[config.mk]
export PLATFORM = sky130hd
export DESIGN_NAME = ctx_sched
export DESIGN_NICKNAME = d
export VERILOG_FILES = /design/src/rtl/ctx_sched_pkg.sv /design/src/rtl/ctx_rr_arb.sv /design/src/rtl/ctx_slot.sv /design/src/rtl/ctx_sched.sv
export SDC_FILE = /design/constraint.sdc
export NUM_CORES = 1
export LEC_CHECK = 0
export ABC_AREA = 1
export BUFFER_PORTS_ARGS = -buffer_cell sky130_fd_sc_hd__buf_4
export CAP_MARGIN = 20
export CORE_MARGIN = 2
export CORE_UTILIZATION = 37
export CTS_CLUSTER_DIAMETER = 100
export DETAILED_ROUTE_END_ITERATION = 16
export GPL_TIMING_DRIVEN = 1
export PLACE_DENSITY_LB_ADDON = 0.12
export SLEW_MARGIN = 15
export SYNTH_ARGS = -nofsm -noshare
export SYNTH_HDL_FRONTEND = slang
export SYNTH_SLANG_ARGS = --single-unit
export TNS_END_PERCENT = 1
[constraint.sdc]
create_clock -name clk -period 3.4 [get_ports clk]
set_input_delay 0.17 -clock clk [delete_from_list [all_inputs] [get_ports clk]]
set_output_delay 0.17 -clock clk [all_outputs]
set_load 0.01 [all_outputs]
[src/rtl/ctx_sched_pkg.sv]
package ctx_sched_pkg;
   typedef enum logic [1:0] {
      CS_IDLE  = 2'd0,
      CS_SLEEP = 2'd1,
      CS_READY = 2'd2,
      CS_RUN   = 2'd3
   } ctx_state_e;

   localparam int OFS_ENABLE = 'h018;
   localparam int OFS_PTR    = 'h020;
   localparam int OFS_STS    = 'h040;
   localparam int OFS_ACTIVE = 'h044;
   localparam int OFS_SIG    = 'h048;
   localparam int OFS_WAKE   = 'h050;
   localparam int ENABLE_LSB = 8;
   localparam int STATE_LSB  = 16;
   localparam int BUSY_BIT   = 31;
endpackage

[src/rtl/ctx_rr_arb.sv]
module ctx_rr_arb #(
   parameter int N   = 8,
   parameter int IDW = 3
) (
   input  logic [N-1:0]   req,
   input  logic [IDW-1:0] last,
   output logic [IDW-1:0] pick,
   output logic           any
);
   function automatic int wrap_idx(input int base, input int step);
      int s;
      s = base + step;
      if (s >= N) s = s - N;
      return s;
   endfunction

   always_comb begin
      pick = last;
      any  = 1'b0;
      for (int i = N; i >= 1; i--) begin
         if (req[wrap_idx(int'(last), i)]) begin
            pick = IDW'(wrap_idx(int'(last), i));
            any  = 1'b1;
         end
      end
   end

   always_comb begin
      if (any) a_r9_pick_requests: assert (req[pick]);
   end
endmodule

[src/rtl/ctx_slot.sv]
module ctx_slot
   import ctx_sched_pkg::*;
#(
   parameter int PC_W  = 12,
   parameter int SIG_W = 16
) (
   input  logic             clk,
   input  logic             rst_n,
   input  logic             wr_pc,
   input  logic             wr_sig,
   input  logic             wr_wake,
   input  logic [31:0]      wdata,
   input  logic [SIG_W-1:0] evt,
   input  logic             grant,
   input  logic             leave_yield,
   input  logic             leave_kill,
   output ctx_state_e       state_o,
   output logic [PC_W-1:0]  pc_o,
   output logic [SIG_W-1:0] sig_o,
   output logic [SIG_W-1:0] wake_o
);
   ctx_state_e       state_q;
   logic [PC_W-1:0]  pc_q;
   logic [SIG_W-1:0] sig_q, wake_q;
   logic             woken;

   assign woken = |(sig_q & wake_q);

   always_ff @(posedge clk) begin
      if (!rst_n) begin
         state_q <= CS_IDLE;
         pc_q    <= '0;
         sig_q   <= '0;
         wake_q  <= '0;
      end else begin
         if (wr_wake) wake_q <= wdata[SIG_W-1:0];
         if (wr_pc)   pc_q   <= wdata[PC_W-1:0];
         if (leave_yield && !leave_kill) sig_q <= evt;
         else sig_q <= (wr_sig ? wdata[SIG_W-1:0] : sig_q) | evt;
         if (leave_kill)                         state_q <= CS_IDLE;
         else if (leave_yield)                   state_q <= CS_SLEEP;
         else if (grant)                         state_q <= CS_RUN;
         else if (state_q == CS_SLEEP && woken)  state_q <= CS_READY;
         else if (state_q == CS_IDLE && wr_pc)   state_q <= CS_SLEEP;
      end
   end

   assign state_o = state_q;
   assign pc_o    = pc_q;
   assign sig_o   = sig_q;
   assign wake_o  = wake_q;

   a_r8_kill_to_idle: assert property (@(posedge clk) disable iff (!rst_n)
      leave_kill |=> state_q == CS_IDLE);
   a_r7_wake_kept: assert property (@(posedge clk) disable iff (!rst_n)
      leave_yield && !leave_kill && !wr_wake |=> state_q == CS_SLEEP && $stable(wake_q));
   a_r5_grant_from_ready: assert property (@(posedge clk) disable iff (!rst_n)
      grant |-> state_q == CS_READY);
endmodule

[src/rtl/ctx_sched.sv]
module ctx_sched
   import ctx_sched_pkg::*;
#(
   parameter int NCTX   = 8,
   parameter int PC_W   = 12,
   parameter int SIG_W  = 16,
   parameter int ADDR_W = 9
) (
   input  logic                  clk,
   input  logic                  rst_n,
   input  logic                  reg_wr,
   input  logic [ADDR_W-1:0]     reg_addr,
   input  logic [31:0]           reg_wdata,
   output logic [31:0]           reg_rdata,
   input  logic                  evt_valid,
   input  logic [$clog2(NCTX)-1:0] evt_ctx,
   input  logic [SIG_W-1:0]      evt_bits,
   input  logic                  exec_yield,
   input  logic                  exec_kill,
   output logic                  exec_busy,
   output logic [$clog2(NCTX)-1:0] exec_ctx,
   output logic [PC_W-1:0]       exec_pc
);
   localparam int IDW = $clog2(NCTX);

   if (NCTX < 2 || NCTX > 8) begin : g_bad_nctx
      $error("ctx_sched: NCTX must be 2..8");
   end
   if (PC_W < 1 || PC_W > 16) begin : g_bad_pcw
      $error("ctx_sched: PC_W must be 1..16");
   end
   if (SIG_W < 1 || SIG_W > 32) begin : g_bad_sigw
      $error("ctx_sched: SIG_W must be 1..32");
   end
   if (ADDR_W < 7) begin : g_bad_addrw
      $error("ctx_sched: ADDR_W too small for register map");
   end

   logic [NCTX-1:0] en_q;
   logic [IDW-1:0]  ptr_q, id_q, pick;
   logic            busy_q, any;
   logic            hit_en, hit_ptr, hit_sts, hit_sig, hit_wake;

   ctx_state_e       st   [NCTX];
   logic [PC_W-1:0]  pcv  [NCTX];
   logic [SIG_W-1:0] sigv [NCTX];
   logic [SIG_W-1:0] wakev[NCTX];
   logic [NCTX-1:0]  req, grant, run_vec;

   assign hit_en   = reg_wr && reg_addr == ADDR_W'(OFS_ENABLE);
   assign hit_ptr  = reg_wr && reg_addr == ADDR_W'(OFS_PTR);
   assign hit_sts  = reg_wr && reg_addr == ADDR_W'(OFS_STS);
   assign hit_sig  = reg_wr && reg_addr == ADDR_W'(OFS_SIG);
   assign hit_wake = reg_wr && reg_addr == ADDR_W'(OFS_WAKE);

   for (genvar g = 0; g < NCTX; g++) begin : g_slot
      logic sel, mine;
      assign sel  = ptr_q == IDW'(g);
      assign mine = busy_q && id_q == IDW'(g);
      ctx_slot #(.PC_W(PC_W), .SIG_W(SIG_W)) slot_i (
         .clk        (clk),
         .rst_n      (rst_n),
         .wr_pc      (hit_sts && sel),
         .wr_sig     (hit_sig && sel),
         .wr_wake    (hit_wake && sel),
         .wdata      (reg_wdata),
         .evt        ((evt_valid && evt_ctx == IDW'(g)) ? evt_bits : '0),
         .grant      (grant[g]),
         .leave_yield(mine && exec_yield),
         .leave_kill (mine && exec_kill),
         .state_o    (st[g]),
         .pc_o       (pcv[g]),
         .sig_o      (sigv[g]),
         .wake_o     (wakev[g])
      );
      assign req[g]     = st[g] == CS_READY && en_q[g];
      assign grant[g]   = !busy_q && any && pick == IDW'(g);
      assign run_vec[g] = st[g] == CS_RUN;
   end

   ctx_rr_arb #(.N(NCTX), .IDW(IDW)) arb_i (
      .req (req),
      .last(id_q),
      .pick(pick),
      .any (any)
   );

   always_ff @(posedge clk) begin
      if (!rst_n) begin
         en_q   <= '0;
         ptr_q  <= '0;
         busy_q <= 1'b0;
         id_q   <= IDW'(NCTX - 1);
      end else begin
         if (hit_en)  en_q  <= reg_wdata[ENABLE_LSB +: NCTX];
         if (hit_ptr) ptr_q <= reg_wdata[IDW-1:0];
         if (!busy_q && any) begin
            busy_q <= 1'b1;
            id_q   <= pick;
         end else if (busy_q && (exec_yield || exec_kill)) begin
            busy_q <= 1'b0;
         end
      end
   end

   always_comb begin
      reg_rdata = '0;
      case (int'(reg_addr))
         OFS_ENABLE: reg_rdata[ENABLE_LSB +: NCTX] = en_q;
         OFS_PTR:    reg_rdata[IDW-1:0] = ptr_q;
         OFS_STS: begin
            reg_rdata[PC_W-1:0]          = pcv[ptr_q];
            reg_rdata[STATE_LSB +: 2]    = st[ptr_q];
         end
         OFS_ACTIVE: begin
            reg_rdata[BUSY_BIT]  = busy_q;
            reg_rdata[IDW-1:0]   = id_q;
         end
         OFS_SIG:  reg_rdata[SIG_W-1:0] = sigv[ptr_q];
         OFS_WAKE: reg_rdata[SIG_W-1:0] = wakev[ptr_q];
         default:  reg_rdata = '0;
      endcase
   end

   assign exec_busy = busy_q;
   assign exec_ctx  = id_q;
   assign exec_pc   = pcv[id_q];

   a_r6_no_preempt: assert property (@(posedge clk) disable iff (!rst_n)
      busy_q && !exec_yield && !exec_kill |=> busy_q && $stable(id_q));
   a_r10_idle_gap: assert property (@(posedge clk) disable iff (!rst_n)
      busy_q && (exec_yield || exec_kill) |=> !busy_q);
   a_r5_enabled_start: assert property (@(posedge clk) disable iff (!rst_n)
      $rose(busy_q) |-> (($past(en_q) >> id_q) & NCTX'(1)) != '0);
   a_r11_one_runner: assert property (@(posedge clk) disable iff (!rst_n)
      $countones(run_vec) == (busy_q ? 1 : 0));
   a_r11_runner_matches: assert property (@(posedge clk) disable iff (!rst_n)
      busy_q |-> run_vec[id_q]);
endmodule

# Yosys cells after proc, flatten, opt, wreduce, memory -nomap -nowiden
# Cells that the tools add are included.
# W data, S select, Z words.
dict set report op_classes {
  n_addsub 16
  mul 0
  div_mod_pow 0
  n_lt_le_gt_ge 18
  n_eq_ne 50
  shifts 0
  mux 127
  bitwise_logic 19
  reduce_logical 166
}
# operator count
set op_table {}
lappend op_table {{$mux W16} 28}
lappend op_table {{$ge A32 B5 Y1 const B} 8}
lappend op_table {{$lt A32 B5 Y1 const B} 8}
lappend op_table {{$mux W32} 8}
lappend op_table {{$sub A32 B5 Y32 const B} 8}
lappend op_table {{$and A16 B16 Y16} 8}
lappend op_table {{$or A16 B16 Y16} 8}
lappend op_table {{$reduce_or A16 Y1} 8}
lappend op_table {{$logic_and A1 B1 Y1} 103}
lappend op_table {{$bmux W16 S3} 2}
lappend op_table {{$bmux W12 S3} 2}
lappend op_table {{$mux W2} 27}
lappend op_table {{$eq A3 B3 Y1 const B} 16}
lappend op_table {{$mux W12} 4}
lappend op_table {{$eq A9 B7 Y1 const B} 4}
lappend op_table {{$mux W1} 35}
lappend op_table {{$reduce_bool A4 Y1} 8}
lappend op_table {{$bmux W1 S3} 8}
lappend op_table {{$eq A3 B2 Y1 const B} 8}
lappend op_table {{$mux W3} 8}
lappend op_table {{$reduce_bool A3 Y1} 8}
lappend op_table {{$reduce_or A3 Y1} 8}
lappend op_table {{$add A3 B3 Y4 const B} 4}
lappend op_table {{$eq A2 B1 Y1 const B} 8}
lappend op_table {{21 further kinds} 59}
dict set report totals {
  regBits 383
  latchBits 0
  ram_bits 0
  mem_bits_ro 0
  input_bits 66
  out_inout_bits 48
  elab_cells 440
  n_memories 0
}

# Logic depth before layout (Yosys ltp)
# Gate-level depths: netlist (run 1).
dict set report depth {
  word_depth 18
  ltp_mapped 23
  depth_no_buf 20
}

# Hierarchy
# A second synthesis (run 1) with hierarchy kept.
dict set report hier_totals {
  hier_cells 3419
  area_unflattened_um2 21622.0
}
# module instances cells_per_inst area_each_um2 seq_area_each_um2
set modules_own_cells {}
lappend modules_own_cells {ctx_slot 8 239 1844.3 920.9}
lappend modules_own_cells {ctx_sched 1 1388 6207.2 300.3}
lappend modules_own_cells {ctx_rr_arb 1 119 660.6 0.0}

# Worst setup path before layout (run 1)
# No wires, ideal clock.
dict set report synth_path {
  kind {register -> register}
  start {reg id_q[0] (netlist: exec_ctx[0])}
  end {reg id_q[2] (netlist: exec_ctx[2])}
  setup_time_ps 126
  t_arrival_ps 2467
  t_required_ps 3274
  setup_slack_ps 808
  stages_incl_launch_ff 23
  path_buffers 4
  synth_period_minus_slack_ps 2592
  cell_sequence {dfxtp_1 -> buf_6 -> inv_4 -> buf_6 -> clkbuf_1 -> ha_1 -> buf_2 -> inv_1 -> nand3_1 -> nand3_1 -> nand2_1 -> nand2_1 -> nand2_1 -> nand2_1 -> nand2_1 -> nand2_1 -> nand2_1 -> nand2_1 -> nand2_1 -> nand2_1 -> nand2_1 -> a21oi_1 -> o21ai_0}
}
dict set report synth_between {
  elab_chain_len 15
  elab_cells_between_ends 73
  classes_between {16 x add/sub; 8 x order compare; 48 x mux; 1 x reduce/logical}
}
# item line
set synth_rtl {}
lappend synth_rtl {{start: declaration} ctx_sched.sv:40} ;# logic [IDW-1:0] ptr_q, id_q, pick;
lappend synth_rtl {{start signal: assignment} ctx_sched.sv:93} ;# id_q <= IDW'(NCTX - 1);
lappend synth_rtl {{start signal: assignment} ctx_sched.sv:99} ;# id_q <= pick;
lappend synth_rtl {{$add A3 B4 Y5} ctx_rr_arb.sv:12} ;# s = base + step;
lappend synth_rtl {{$sub A32 B5 Y32 or $ge A32 B5 Y1 (tied branches)} ctx_rr_arb.sv:13} ;# if (s >= N) s = s - N;
lappend synth_rtl {{$mux W32} ctx_rr_arb.sv:13}
lappend synth_rtl {{$bmux W1 S3} ctx_rr_arb.sv:21} ;# if (req[wrap_idx(int'(last), i)]) begin
lappend synth_rtl {{$mux W1 (not written as such) (2 in a row)} ctx_rr_arb.sv:21}
lappend synth_rtl {{$mux W1 (8 in a row)} ctx_rr_arb.sv:21}
lappend synth_rtl {{$logic_and A1 B1 Y1} ctx_sched.sv:97} ;# if (!busy_q && any) begin
# Several ways; a longest one is shown, not always the timed one. The select of a mux whose other input is x is not followed.
# A chain may end at the register's enable or synchronous reset.

# Worst setup path after layout (run 1)
dict set report layout_path {
  start {reg ptr_q[1]}
  end {out reg_rdata[6]}
}
dict set report layout_between {
  elab_chain_len 5
  elab_cells_between_ends 11
  classes_between {10 x mux; 1 x bitwise}
}
# item line
set layout_rtl {}
lappend layout_rtl {{start: declaration} ctx_sched.sv:40}
lappend layout_rtl {{start signal: assignment} ctx_sched.sv:96} ;# if (hit_ptr) ptr_q <= reg_wdata[IDW-1:0];
lappend layout_rtl {{$not A3 Y4 (not written as such) (*)} {ctx_sched.sv:112, ctx_sched.sv:119, ctx_sched.sv:120}}
lappend layout_rtl {{$bmux W16 S3 (tied with other cells)} ctx_sched.sv:120} ;# OFS_WAKE: reg_rdata[SIG_W-1:0] = wakev[ptr_q];
lappend layout_rtl {{$mux W16 (not written as such) (tied with other cells) (2 in a row)} ctx_sched.sv:120}
lappend layout_rtl {{$pmux W5 S3 (*)} ctx_sched.sv:108} ;# case (int'(reg_addr))
lappend layout_rtl {{end: declaration} ctx_sched.sv:14} ;# output logic [31:0] reg_rdata,
# Mark *: on every way between the ends. The rest lies on a longest branch, timed or not. The select of a mux whose other input is x is not followed.

==> results.md, run 1 <==
* Status: complete, but fails checks
* Failing checks: setup timing
* Uppermost layer routed: met5
* Final instance area at roughly 23000 µm²
* Vias post-DR at 21.75k
* I/O Pins at ~110
* Register area share after synthesis at 38.10%
* Max-Cap Viols at 0
* Seq cells post-synth at approximately 380
* Number of enable flip-flop cells after synthesis at 0
* Routed wl met3 at a little under 9000 µm
* Flop pwr share at between 30% and 40%
* Final hold violation count at 0
* Post-route clock period utilization at 100.2%
* Pleak at 7.894 nW
* I/O Buffers at 84
* Area of the multi-input gates at 10430 µm²
* M1 wire length at 38520 µm
* Count of pins over their slew limit at 0
* Cell taking the most area after synthesis: dfxtp_1
* DRC viols at 0
* Worst Setup Path Type: reg2out
* Initial Utilization at 37.40%
* Post-CTS setup buffer count at 0
* First-pass GRT wire length at between 100000 and 150000 µm
* Clock Tree Root: clkbuf_16
* Fillcell total at between 5k and 6k
* Gate count of the mapped netlist at about 2.8k
* Comb power frac at 21.5%
* Fmax at 293.5 MHz
* Hold Path Class: in2reg
* Clock Skew at ~23 ps
* Total CTS buffers at 45
* Worst-margin pin slew at 1122 ps
* Routability cong. at slightly above 0.9
* Critical Path AT at 3240 ps
* DRT Pass-1 Iters at 5
* Met2 routed WL at around 41000 µm
* Ranking of synthesized cells by area: dfxtp_1, nand2_1, a21oi_1
* CTS Buffer Depth at 3
* PD cells at roughly 530 nW/µm²
* Die height at 237.2 µm
* Max-Slew Margin vs Limit at between 20 and 30%
* Main synth FF type: dfxtp_1
* Routed vias/inst at ~6.1
* Chip width at between 200 and 250 µm
* Post-synth ARST share at 0%
* Largest net degree at the start of global routing at 111
* Top cell type's share of synthesized area at 38.10%
* Cell Area, Synth at around 20000 µm²
* Final Total Pwr at 12.32 mW
* Endpoint class of the critical path: output port
* Initial antenna violation count at 1
* Final setup margin at -6.694 ps
* Startpoint class of the critical path: flop
* CP max FO at 21
* Final wirelength at 93360 µm
* Post-Layout Cell Count at between 3k and 4k
* Synth unique cells at 49
* Sw Pwr at around 4 mW
* Layout cells sized above 1 at 11.49%
* Core Area at around 54000 µm²
* Placed Cells at ~3.4k
* WL/cell at 26.23 µm
* Minimum clock period at between 3000 and 4000 ps
* Row count at 85
* ANT nets after route at 0
* Sink Count at roughly 380
* Final setup vio count at 1
* Peak supply drop at a little over 400 µV
* Global Route Usage Sum at between 30% and 40%
* Fin Setup TNS at -6.694 ps
* Power share of the clock group at between 40% and 50%
* WP data required at roughly 3200 ps
* Vias in the first global route at approximately 20k
* Area after DPL at 21330 µm²
* Util after Layout at 43.03%
* Reg clk slew, reported paths at 60 ps
* Most common library cells after synthesis: nand2_1, dfxtp_1, a21oi_1, inv_1, o21ai_0
* RSZ-0062 raised after global routing: false
* Sequential cell area at about 7700 µm²
* Syn Area/Cell at about 7 µm²
* Int Power at approximately 8.3 mW
* Starting DRC count in detailed routing at roughly 2.4k
* Worst-Skew Late Latency at ~600 ps
* Area Growth Syn to Fin at 15.06%
* Count leader, synth: nand2_1
* CTS tree: yes
* Net Sw Frac at 32.89%
* Final net count at 2900
* Yosys warns at 0
* Number of H-tree levels at 2
* Die area at 56270 µm²
* Total gr overflow at 0
* Hpwl dp at about 62000 µm
[cell usage in the layout, fill, tap and decap left out, types with 4 or more instances in the layout]
cell type | Yosys | final
a211oi_1 | 55 | 55
a211oi_2 | 12 | 12
a21oi_1 | 354 | 354
a221oi_1 | 32 | 32
a22o_1 | 19 | 19
a22oi_1 | 9 | 9
a31oi_1 | 38 | 38
buf_12 | 0 | 13
buf_4 | 25 | 155
clkbuf_1 | 144 | 10
clkbuf_16 | 0 | 46
clkbuf_8 | 0 | 11
clkinv_2 | 0 | 10
conb_1 | 1 | 13
dfxtp_1 | 383 | 381
dlygate4sd3_1 | 0 | 32
ha_1 | 7 | 7
inv_1 | 218 | 215
inv_2 | 21 | 23
nand2_1 | 525 | 524
nand2_2 | 7 | 7
nand3_1 | 159 | 159
nand4_1 | 27 | 27
nor2_1 | 129 | 120
nor2_2 | 7 | 16
nor2_4 | 4 | 4
nor3_1 | 20 | 20
nor3_4 | 5 | 5
nor3b_1 | 4 | 4
o2111ai_1 | 8 | 8
o211ai_1 | 136 | 136
o21ai_0 | 170 | 170
o21ai_1 | 32 | 32
o221ai_1 | 15 | 15
o22ai_1 | 134 | 134
o32ai_1 | 9 | 9
[sequential cells by signal (all words and copies together), names as in the netlist]
name                   flops
g_slot.slot_i.sig_o      128
g_slot.slot_i.wake_o     128
g_slot.slot_i.pc_o        96
g_slot.slot_i.state_o     16
en_q                       8
exec_ctx                   3
ptr_q                      3
exec_busy                  1
[metrics by stage]
step / setup slack, ps / hold slack (ps)
2_1_floorplan: 807.7 / 345.9
5_1_grt: 36.22 / 14.69
3_5_place_dp: 678.0 / 457.1
4_1_cts: 160.1 / 0.6414
6_report: -6.694 / 33.66
3_3_place_gp: 653.4 / 449.3
[worst max-delay path, stage by stage (launching register included)]
cell,delay [ps]
dfxtp_1,480
nor2_2,80
inv_2,460
buf_4,280
o22ai_1,80
o32ai_1,610
nand2_1,180
o211ai_1,250
buf_4,210
[power by group through the flow]
stage               clock (mW)  combinational (mW)  sequential (mW)
finish                    5.00                2.65             4.67
floorplan                    0                1.75             4.73
detailed placement           0                2.58             4.77
CTS                       5.04                2.62             4.67
global placement             0                2.57             4.77
global route              5.23                2.91             4.68
[worst paths after layout]
kind                                                  start                     endpoint  slack [ps]  cells after the start
worst max-delay path                               ptr_q[1]                 reg_rdata[6]          -7                      8
worst min-delay path                           reg_wdata[9]   g_slot[5].slot_i.wake_o[9]          30                      3
worst max register to register                     ptr_q[0]  g_slot[0].slot_i.state_o[0]         730                      9
worst min register to register  g_slot[1].slot_i.wake_o[14]  g_slot[1].slot_i.wake_o[14]         460                      2
[cell type report]
class,instances,share of cell area (%)
multi-input combinational,1955,45.05
sequential,383,33.12
timing repair buffer,201,7.598
clock buffer,67,5.787
inverter,241,3.961
tap,696,3.761
clock inverter,16,0.7079
antenna,1,0.01081
[layer usage]
layer	up-vias	GRT usage, %
met5	-	0
met4	2	15.23
met3	232	5.702
met2	1193	51.12
met1	10390	42.99
li1	9933	-
[cell families after synthesis]
| group | after synthesis | synth area share (%) |
|---|---|---|
| adders and majority gates | 7 | 0.4352 |
| buffers and inverters | 504 | 10.44 |
| AOI/OAI and AO/OA | 1033 | 31.50 |
| DFF | 383 | 38.10 |
| other | 1 | 0.01863 |
| and+or+nand+nor | 901 | 19.47 |
| xor gates and xnor gates | 1 | 0.04353 |
[what timing repair did]
action / CTS / global route
hold endpoints to repair: 226 / 0
gates resized for setup: 0 / 0
hold buffers: 32 / 0
Power figures use the tool's default switching activity.
==> inputs of run 2 (changes only) <==
--- a/config.mk
+++ b/config.mk
@@ -14,6 +14,7 @@
 export DETAILED_ROUTE_END_ITERATION = 16
 export GPL_TIMING_DRIVEN = 1
 export PLACE_DENSITY_LB_ADDON = 0.12
+export SKIP_CTS_REPAIR_TIMING = 1
 export SLEW_MARGIN = 15
 export SYNTH_ARGS = -nofsm -noshare
 export SYNTH_HDL_FRONTEND = slang
==> run 2 against run 1 <==
The run ends with hold timing left. First-iteration DRC count fell by 6.8%. Critical path type unchanged. Wire length fell by 0.11%. Clock-buffer cell count did not move. Utilization fell by 0.13 points. Combinational power barely moved. Hold slack got worse by 39 ps. Clock skew fell by 1.2 ps. Critical path depth did not move. Die area did not move. Setup slack improved by 36 ps. Sequential share of layout area rose by 0.097 points.
==> results.md, run 2 (synthesis results as in run 1) <==
* Flop2flop setup slack at 710 ps
* Critical path depth at 8
* Worst hold path cell count at 4
* Routability cong. at around 0.91
* Initial Utilization at between 30% and 40%
* Min Hold Slack at -4.886 ps
* Max-Cap Viols at 0
* Total gr overflow at 0
* ANT nets after route at 0
* DRT Pass-1 Iters at 6
* Peak supply drop at approximately 410 µV
* Critical Path AT at roughly 3200 ps
* Chip width at 237.2 µm
* RSZ-0062 raised after global routing: false
* WL/cell at roughly 26 µm
* Fin Setup TNS at 0 ps
* R2R Path Start: ptr_q[0]
* Final setup vio count at 0
* Layout cells sized above 1 at 11.52%
* Vias post-DR at 21.71k
* Starting DRC count in detailed routing at ~2.3k
* Final hold violation count at 1
* Status: complete, but fails checks
* Clock Tree Root: clkbuf_16
* Commonest non-fill, non-tap cells in the layout: nand2_1, dfxtp_1, a21oi_1
* Max-Slew Margin vs Limit at 22.42%
* Hold Path Class: in2reg
* Fmax at slightly below 300 MHz
* R2r worst-path depth at 9
* Min-delay src: exec_yield
* Post-route clock period utilization at 99.13%
* Total CTS buffers at 45
* Most frequent CP cell: buf_4
* First-pass GRT wire length at 135500 µm
* Die area at roughly 56000 µm²
* Pleak at slightly below 8 nW
* Hold Path Sink: g_slot[0].slot_i.state_o[1]
* Buffer and inverter count on the worst path at 3
* Largest net degree at the start of global routing at ~110
* Minimum clock period at 3371 ps
* Worst-margin pin slew at between 1000 and 1500 ps
* Number of H-tree levels at 2
* Reg-to-Reg End: g_slot[0].slot_i.state_o[0]
* Clock Skew at 21.58 ps
* CTS tree: yes
* DRC viols at 0
* Routed vias/inst at slightly above 6
* Fillcell total at approximately 5.6k
* I/O Pins at 114
* Slowest CP cell: o32ai_1
* I/O Buffers at between 80 and 90
* WP data required at between 3000 and 4000 ps
* Placed Cells at approximately 3.4k
* Vias in the first global route at around 20k
* Sink Count at ~380
* Count of pins over their slew limit at 0
* Hpwl dp at just over 60000 µm
* Initial antenna violation count at 0
* PD cells at approximately 530 nW/µm²
* Top Family by Delay on Critical Path: buffers and inverters
* CTS Buffer Depth at 3
* Failing checks: hold timing
* Most common cell after layout, fill and taps aside: nand2_1
* Final net count at ~2.9k
* Final wirelength at approximately 93000 µm
* CP cell instances: nor2_2 -> inv_2 -> buf_4 -> o22ai_1 -> o32ai_1 -> nand2_1 -> o211ai_1 -> buf_4
* Slowest cell delay on critical path at ~580 ps
* Reg clk slew, reported paths at roughly 60 ps
* Global Route Usage Sum at 32.29%
* Core Area at between 50000 and 60000 µm²
* Post-Layout Cell Count at roughly 3.6k
* Row count at 85
* Worst-Skew Late Latency at approximately 600 ps
* Worst Setup Path Type: reg2out
* Die height at between 200 and 250 µm
* Endpoint class of the critical path: output port
* Startpoint class of the critical path: flop
* CP max FO at 21
* Area Growth Syn to Fin at 14.72%
-- run 2: worst max path at each step --
| stage | start | endpoint | slack, ps |
|---|---|---|---|
| 2_1_floorplan | exec_ctx[0] | exec_ctx[2] | 810 |
| 6_report | ptr_q[0] | reg_rdata[6] | 30 |
| 3_5_place_dp | reg_addr[1] | g_slot[2].slot_i.wake_o[15] | 680 |
| 3_3_place_gp | reg_addr[1] | g_slot[2].slot_i.wake_o[15] | 650 |
| 4_1_cts | ptr_q[1] | reg_rdata[6] | 160 |
| 5_1_grt | ptr_q[1] | reg_rdata[9] | 30 |
-- run 2: per-stage QoR --
stage	area (µm²)	hold WS, ps	power, mW	setup slack, ps	util [%]
4_1_cts	22830	-128.9	12.31	160.1	42.43
5_1_grt	23080	1.408	12.82	31.24	42.89
3_3_place_gp	21310	449.3	7.338	653.4	39.60
6_report	23090	-4.886	12.31	29.45	42.90
2_1_floorplan	20170	345.9	6.487	807.7	-
3_5_place_dp	21330	457.1	7.351	678.0	39.63
-- run 2: tightest hold or removal path, cell delays in order --
cell and delay [ps]:
buf_4 130, nand3_1 80, inv_1 100, nor3b_1 60
-- run 2: final cells by class --
type | instances | area [µm²] | area share (%)
Multi-Input combinational cell | 1955 | 10430 | 45.18
Timing Repair Buffer | 194 | 1689 | 7.316
Antenna cell | 2 | 5.005 | 0.02168
Sequential cell | 383 | 7670 | 33.22
Inverter | 241 | 917.1 | 3.972
Clock buffer | 67 | 1340 | 5.804
Clock inverter | 16 | 163.9 | 0.7100
Tap cell | 696 | 870.8 | 3.772
-- run 2: power by group --
part	internal, mW	switching (mW)	leakage, nW
registers	4.58	0.0963	3.09
logic	0.800	1.85	4.03
clock network	2.89	2.10	0.741
-- run 2: metal layers --
| layer | wire, µm | GRT usage [%] | vias up |
|---|---|---|---|
| met2 | 41230 | 50.66 | 1172 |
| met3 | 9021 | 6.271 | 223 |
| met1 | 38500 | 42.70 | 10390 |
| met4 | 4517 | 15.34 | 0 |
| li1 | - | - | 9931 |
| met5 | 0 | 0 | - |
